===== src/rtl/dcc_pkg.sv =====
package dcc_pkg;

    typedef enum logic [1:0] {
        CH_OFF  = 2'd0,
        CH_PRI  = 2'd1,
        CH_BOTH = 2'd2
    } chan_state_e;

    localparam int NCHAN = 2;

    // Index of the byte holding the primary enable bit, and of the secondary mask byte
    localparam logic [7:0] IDX_PRI_CFG = 8'h01;
    localparam logic [7:0] IDX_SEC_CFG = 8'h35;
    localparam logic [7:0] SEC_BLOCK_MASK = 8'h41;

    function automatic logic [15:0] cmd_base(input int ch);
        return (ch == 0) ? 16'h01F0 : 16'h0170;
    endfunction

    function automatic logic [15:0] ctl_addr(input int ch);
        return (ch == 0) ? 16'h03F6 : 16'h0376;
    endfunction

    function automatic logic [7:0] reg_default(input int idx);
        case (idx)
            8'h01:   return 8'h02;
            8'h08:   return 8'hFF;
            8'h09:   return 8'h41;
            8'h34:   return 8'hFF;
            8'h35:   return 8'h01;
            default: return 8'h00;
        endcase
    endfunction

endpackage


===== src/rtl/dcc_regbank.sv =====
module dcc_regbank
    import dcc_pkg::*;
#(
    parameter int IDX_W  = 8,
    parameter int DATA_W = 8
) (
    input  logic              clk,
    input  logic              rst_n,
    input  logic              idx_wr,
    input  logic              data_wr,
    input  logic              id_wr,
    input  logic [DATA_W-1:0] wdata,
    output logic [DATA_W-1:0] data_q,
    output logic [DATA_W-1:0] chip_id_q,
    output logic [DATA_W-1:0] pri_cfg_nxt,
    output logic [DATA_W-1:0] sec_cfg_nxt
);
    localparam int NREGS = 1 << IDX_W;

    logic [IDX_W-1:0]  index_q;
    logic [DATA_W-1:0] bank [NREGS];

    always_ff @(posedge clk) begin
        if (!rst_n) begin
            index_q   <= '0;
            chip_id_q <= '0;
            for (int i = 0; i < NREGS; i++) begin
                bank[i] <= DATA_W'(reg_default(i));
            end
        end else begin
            if (idx_wr) begin
                index_q <= wdata[IDX_W-1:0];
            end
            if (id_wr) begin
                chip_id_q <= wdata;
            end
            if (data_wr) begin
                bank[index_q] <= wdata;
            end
        end
    end

    assign data_q = bank[index_q];

    // View of the two configuration bytes including a write in flight
    always_comb begin
        pri_cfg_nxt = bank[IDX_PRI_CFG[IDX_W-1:0]];
        sec_cfg_nxt = bank[IDX_SEC_CFG[IDX_W-1:0]];
        if (data_wr && index_q == IDX_PRI_CFG[IDX_W-1:0]) begin
            pri_cfg_nxt = wdata;
        end
        if (data_wr && index_q == IDX_SEC_CFG[IDX_W-1:0]) begin
            sec_cfg_nxt = wdata;
        end
    end

    // chip ID changes only through its own port
    p_chipid_hold_r2: assert property (@(posedge clk) disable iff (!rst_n)
        !id_wr |=> $stable(chip_id_q));

    // index changes only through its own port
    p_index_hold_r3: assert property (@(posedge clk) disable iff (!rst_n)
        !idx_wr |=> $stable(index_q));

endmodule


===== src/rtl/dcc_chan_fsm.sv =====
module dcc_chan_fsm
    import dcc_pkg::*;
#(
    parameter int DATA_W = 8
) (
    input  logic              clk,
    input  logic              rst_n,
    input  logic              data_wr,
    input  logic [DATA_W-1:0] pri_cfg_nxt,
    input  logic [DATA_W-1:0] sec_cfg_nxt,
    output logic              pri_en,
    output logic              sec_en
);
    chan_state_e state_q, state_d;
    logic pri_ok, sec_ok;

    assign pri_ok = pri_cfg_nxt[0];
    assign sec_ok = ((sec_cfg_nxt & DATA_W'(SEC_BLOCK_MASK)) == '0);

    // Next state: drop all channels, then re-evaluate on every data write
    always_comb begin
        state_d = state_q;                        // T_HOLD
        if (data_wr) begin
            unique case ({pri_ok, sec_ok})
                2'b11:        state_d = CH_BOTH;  // T_DUAL
                2'b10:        state_d = CH_PRI;   // T_SEC_MASKED
                2'b00, 2'b01: state_d = CH_OFF;   // T_PRI_DROP
                default:      state_d = CH_OFF;
            endcase
        end
    end

    always_ff @(posedge clk) begin
        if (!rst_n) begin
            state_q <= CH_OFF;
        end else begin
            state_q <= state_d;
        end
    end

    always_comb begin
        unique case (state_q)
            CH_OFF:  begin pri_en = 1'b0; sec_en = 1'b0; end
            CH_PRI:  begin pri_en = 1'b1; sec_en = 1'b0; end
            CH_BOTH: begin pri_en = 1'b1; sec_en = 1'b1; end
            default: begin pri_en = 1'b0; sec_en = 1'b0; end
        endcase
    end

    // secondary never on without primary
    p_sec_needs_pri_r6: assert property (@(posedge clk) disable iff (!rst_n)
        sec_en |-> pri_en);

    // state moves only after a data write
    p_hold_without_write_r7: assert property (@(posedge clk) disable iff (!rst_n)
        !data_wr |=> $stable(state_q));

    // primary can only rise from a data write
    p_pri_rise_cause_r5: assert property (@(posedge clk) disable iff (!rst_n)
        $rose(pri_en) |-> $past(data_wr));

endmodule


===== src/rtl/dcc_chan_decode.sv =====
module dcc_chan_decode #(
    parameter int              ADDR_W   = 16,
    parameter int              SPAN_LOG = 3,
    parameter logic [ADDR_W-1:0] CMD_BASE = 16'h01F0,
    parameter logic [ADDR_W-1:0] CTL_ADDR = 16'h03F6
) (
    input  logic              en,
    input  logic              access,
    input  logic [ADDR_W-1:0] addr,
    output logic              cmd_cs,
    output logic              ctl_cs
);
    logic in_cmd, in_ctl;

    assign in_cmd = (addr[ADDR_W-1:SPAN_LOG] == CMD_BASE[ADDR_W-1:SPAN_LOG]);
    assign in_ctl = (addr == CTL_ADDR);
    assign cmd_cs = en && access && in_cmd;
    assign ctl_cs = en && access && in_ctl;

    // a select implies an access strobe
    always_comb begin
        p_cs_needs_access_r8: assert (!(cmd_cs || ctl_cs) || access);
    end

endmodule


===== src/rtl/dcc_port_top.sv =====
module dcc_port_top
    import dcc_pkg::*;
#(
    parameter int              ADDR_W    = 16,
    parameter int              DATA_W    = 8,
    parameter int              IDX_W     = 8,
    parameter int              SPAN_LOG  = 3,
    parameter logic [15:0]     ID_PORT   = 16'h00F4,
    parameter logic [15:0]     IDX_PORT  = 16'h00F8,
    parameter logic [15:0]     DATA_PORT = 16'h00FC
) (
    input  logic              clk,
    input  logic              rst_n,
    input  logic [ADDR_W-1:0] io_addr,
    input  logic              io_rd,
    input  logic              io_wr,
    input  logic [DATA_W-1:0] io_wdata,
    output logic [DATA_W-1:0] io_rdata,
    output logic              pri_en,
    output logic              sec_en,
    output logic              pri_cmd_cs,
    output logic              pri_ctl_cs,
    output logic              sec_cmd_cs,
    output logic              sec_ctl_cs
);
    logic hit_id, hit_idx, hit_data;
    logic [DATA_W-1:0] data_q, chip_id_q, pri_cfg_nxt, sec_cfg_nxt;
    logic [NCHAN-1:0] en_vec, cmd_vec, ctl_vec;

    assign hit_id   = (io_addr == ADDR_W'(ID_PORT));
    assign hit_idx  = (io_addr == ADDR_W'(IDX_PORT));
    assign hit_data = (io_addr == ADDR_W'(DATA_PORT));

    dcc_regbank #(.IDX_W(IDX_W), .DATA_W(DATA_W)) u_bank (
        .clk        (clk),
        .rst_n      (rst_n),
        .idx_wr     (io_wr && hit_idx),
        .data_wr    (io_wr && hit_data),
        .id_wr      (io_wr && hit_id),
        .wdata      (io_wdata),
        .data_q     (data_q),
        .chip_id_q  (chip_id_q),
        .pri_cfg_nxt(pri_cfg_nxt),
        .sec_cfg_nxt(sec_cfg_nxt)
    );

    dcc_chan_fsm #(.DATA_W(DATA_W)) u_fsm (
        .clk        (clk),
        .rst_n      (rst_n),
        .data_wr    (io_wr && hit_data),
        .pri_cfg_nxt(pri_cfg_nxt),
        .sec_cfg_nxt(sec_cfg_nxt),
        .pri_en     (pri_en),
        .sec_en     (sec_en)
    );

    assign en_vec = {sec_en, pri_en};

    for (genvar ch = 0; ch < NCHAN; ch++) begin : g_chan
        dcc_chan_decode #(
            .ADDR_W  (ADDR_W),
            .SPAN_LOG(SPAN_LOG),
            .CMD_BASE(ADDR_W'(cmd_base(ch))),
            .CTL_ADDR(ADDR_W'(ctl_addr(ch)))
        ) u_dec (
            .en    (en_vec[ch]),
            .access(io_rd || io_wr),
            .addr  (io_addr),
            .cmd_cs(cmd_vec[ch]),
            .ctl_cs(ctl_vec[ch])
        );
    end

    assign pri_cmd_cs = cmd_vec[0];
    assign pri_ctl_cs = ctl_vec[0];
    assign sec_cmd_cs = cmd_vec[1];
    assign sec_ctl_cs = ctl_vec[1];

    always_comb begin
        if (hit_id)        io_rdata = chip_id_q;
        else if (hit_data) io_rdata = data_q;
        else               io_rdata = '1;   // index port and unmapped
    end

    // at most one select asserted per access
    p_cs_onehot_r9: assert property (@(posedge clk) disable iff (!rst_n)
        $onehot0({pri_cmd_cs, pri_ctl_cs, sec_cmd_cs, sec_ctl_cs}));

    // enables low in the cycle after reset
    p_reset_off_r1: assert property (@(posedge clk)
        !rst_n |=> (!pri_en && !sec_en));

endmodule


===== config.mk =====
export PLATFORM = sky130hd
export DESIGN_NAME = dcc_port_top
export DESIGN_NICKNAME = d
export VERILOG_FILES = /design/src/rtl/dcc_pkg.sv /design/src/rtl/dcc_regbank.sv /design/src/rtl/dcc_chan_fsm.sv /design/src/rtl/dcc_chan_decode.sv /design/src/rtl/dcc_port_top.sv
export SDC_FILE = /design/constraint.sdc
export NUM_CORES = 2
export LEC_CHECK = 0
export ABC_AREA = 0
export BUFFER_PORTS_ARGS = -buffer_cell sky130_fd_sc_hd__clkbuf_2
export CAP_MARGIN = 30
export CORE_UTILIZATION = 65
export CTS_BUF_LIST = sky130_fd_sc_hd__clkbuf_4 sky130_fd_sc_hd__clkbuf_8 sky130_fd_sc_hd__clkbuf_16
export CTS_CLUSTER_SIZE = 40
export DETAILED_ROUTE_END_ITERATION = 16
export GPL_ROUTABILITY_DRIVEN = 0
export PLACE_DENSITY = 0.82
export SYNTH_ARGS = -nofsm -noshare
export SYNTH_HDL_FRONTEND = slang
export SYNTH_HIERARCHICAL = 1
export SYNTH_SLANG_ARGS = --single-unit

===== constraint.sdc =====
create_clock -name clk -period 8.37 [get_ports clk]
set_input_delay 0 -clock clk [delete_from_list [all_inputs] [get_ports clk]]
set_output_delay 0 -clock clk [all_outputs]
set_load 0.01 [all_outputs]

==> results.py <==
metrics = {
    "outcome": {
        "status": "completed",
    },
    "route": {
        "dr_total_vias": 62100,
        "top_layer": "met5",
        "drt_iter0_drc": 11300,
        "wl_met2_mm": 123,
        "drcViolationCount": 0,
        "wl_mm": 263,
        "wl_met1_mm": 88.6,
        "dr_wl_met3_mm": 37.8,
        "ant_nets": 0,
        "wl_per_cell_um": 31.2,
        "vias_per_cell": 7.36,
        "drtPass1Iterations": 9,
    },
    "setup_path": {
        "crit_chain": "buf_4, buf_4, mux4_2, a22o_1, a221oi_1, o22ai_1, nor3_1, nor4_1, mux2i_1, nand2_1, clkbuf_2",
        "crit_path_max_incr_delay_ps": 890,
        "reg2reg_depth": 5,
        "worstReg2RegEnd": "u_bank/bank[133][4]",
        "cp_common_cell": "buf_4",
        "critPathKind": "flip-flop to output port",
        "worst_setup_path_start_kind": "flip-flop",
        "path_max_fanout": 45,
        "endpoint_kind": "output port",
        "cp.arrival_ps": 5950,
        "crit_required_ps": 8370,
        "r2r-start": "u_bank/index_q[7]",
        "cpMaxStageDelayCell": "dfxtp_4",
        "rrSetupSlack_ps": 4640,
    },
    "sta": {
        "rsz0062_at_grt": "no",
        "setup_violations": 0,
        "skew_ps": 21.5,
        "hold_viol": 0,
        "maxSlewViolCount": 0,
        "tightestPinTransition_ps": 1150,
        "period_minus_slack_ps": 5950,
        "slew-limit-headroom_pct": 22.6,
        "fin_crit_sh_pct": 71.1,
        "clock.fmax_mhz": 168,
        "fin_setup_tns_ps": 0,
    },
    "die": {
        "io_pins": 42,
        "die_w_um": 388,
        "core_area_um2": 148000,
        "row_count": 141,
        "die_area_um2": 150000,
        "initial_core_util_pct": 65.5,
        "die_h_um": 388,
    },
    "grt": {
        "grt_pass1_wl_mm": 387,
        "grt_max_degree": 154,
        "grt_pass1_vias": 59200,
        "grt_use_total_pct": 34.6,
        "grt-ovfl-total": 0,
        "antenna_found_initial": 10,
    },
    "pwr": {
        "static-leakage-power_uw": 0.0411,
        "power_density_nw_per_um2": 207,
        "worst_ir_drop_vdd_mv": 0.221,
        "swShare_pct": 21.2,
        "p_switching_uw": 4570,
        "p_clk_share_pct": 40.7,
        "power_frac_comb_pct": 3.5,
        "seq_power_share_pct": 55.8,
        "power.internal_uw": 16900,
        "finalPower_uw": 21500,
    },
    "place": {
        "dpl.hpwl_mm": 149,
        "port_buffers": 41,
    },
    "final_layout": {
        "drive_gt1_share_pct": 16.2,
        "syn2layout_area_growth_pct": 7.36,
        "layout_common_cells": "2048 x edfxtp_1, 2031 x and3_1, 467 x nand2_1, 440 x mux4_2, 202 x clkbuf_16",
        "final_nets": 6372,
        "layout_commonest_cell": "edfxtp_1",
    },
    "logic_synthesis": {
        "synthCells": 6847,
        "ys_warn_count": 6,
        "syn_area_per_cell_um2": 14.1,
        "mappedNetlistArea_um2": 96800,
        "syn_nets": 6876,
    },
    "clock_tree": {
        "clk_pin_slew_ps": 60,
        "cts_resized": 0,
        "cts_buffers": 200,
        "clock_sinks": 2074,
        "clk_latency_ps": 840,
        "htree_levels": 4,
        "root_buffer": "clkbuf_16",
        "cts_tree": "done",
        "clockBufferDepth": 3,
    },
    "min_path": {
        "worstHoldPathCells": 2,
        "whs_endpoint": "u_bank/bank[109][3]",
        "holdCritStartpoint": "io_wdata[3]",
        "hp-class": "primary input to flip-flop",
    },
    "run": {
        "max-cap-violations": 0,
    },
}
[area by class of cell]
| type | instances | area [µm²] |
|---|---|---|
| multi-input cells | 3824 | 31000 |
| well taps | 1930 | 2410 |
| repair buffers | 237 | 2130 |
| flip-flops and latches | 2074 | 62000 |
| inverters | 6 | 22.5 |
| clock inverters | 115 | 878 |
| fillers | 8959 | 43900 |
| diodes | 2 | 5.00 |
| clock buffers | 251 | 5440 |
[state kept, by name, summed over array words and instances, names as in the netlist, named ones only]
| register | count |
|---|---|
| u_bank/bank | 2048 |
| u_bank/chip_id_q | 8 |
| u_bank/index_q | 8 |
| u_fsm/state_q | 2 |
[power by group through the flow]
stage	sequential [µW]	clock, µW	combinational, µW
6_report	12000	8750	749
5_1_grt	12000	9130	773
4_1_cts	12000	8780	727
3_5_place_dp	12200	0	718
3_3_place_gp	12200	0	700
2_1_floorplan	12100	0	444
[layer usage]
layer	up-vias	global-route usage (%)
met5	-	0
li1	25500	-
met1	30700	46.9
met3	761	8.34
met4	12	16.4
met2	5130	53.4
[worst max-delay path, delay by kind of cell (launching register included)]
family                 cells  cell delay, ps
buffers and inverters      3            1230
muxes                      2            1020
AOI/OAI and AO/OA          3             990
DFF                        1             890
and+or+nand+nor            3             890
[stage by stage]
| step | setup WS [ps] | area (µm²) | cells | hold WS, ps | util (%) |
|---|---|---|---|---|---|
| 6_report | 2420 | 104000 | 8439 | 28.7 | 70.3 |
| 5_1_grt | 2570 | 104000 | 8437 | 61.0 | 70.3 |
| 4_1_cts | 2680 | 104000 | 8426 | 8.37 | 70.2 |
| 3_5_place_dp | 3610 | 97300 | 8046 | 331 | 65.8 |
| 3_3_place_gp | 3630 | 97200 | 8040 | 329 | 65.8 |
| 2_1_floorplan | 5610 | 96800 | 6847 | 47.5 | - |
[how the worst max path moves through the flow]
stage,startpoint,slack [ps],end
floorplan,io_addr[15],5610,u_bank/bank[152][0]
global placement,flip-flop,3630,io_rdata[6]
detailed placement,flip-flop,3610,io_rdata[4]
CTS,flip-flop,2680,io_rdata[4]
global route,flip-flop,2570,io_rdata[6]
finish,flip-flop,2420,io_rdata[6]
[repair_timing]
item / in CTS / in global routing
hold buffers: 14 / 1
endpoints found under the hold margin: 335 / 40
endpoints found under the setup margin: 0 / 0
setup buffers: 0 / 0
Note: power is estimated with default switching activity, not from simulation.
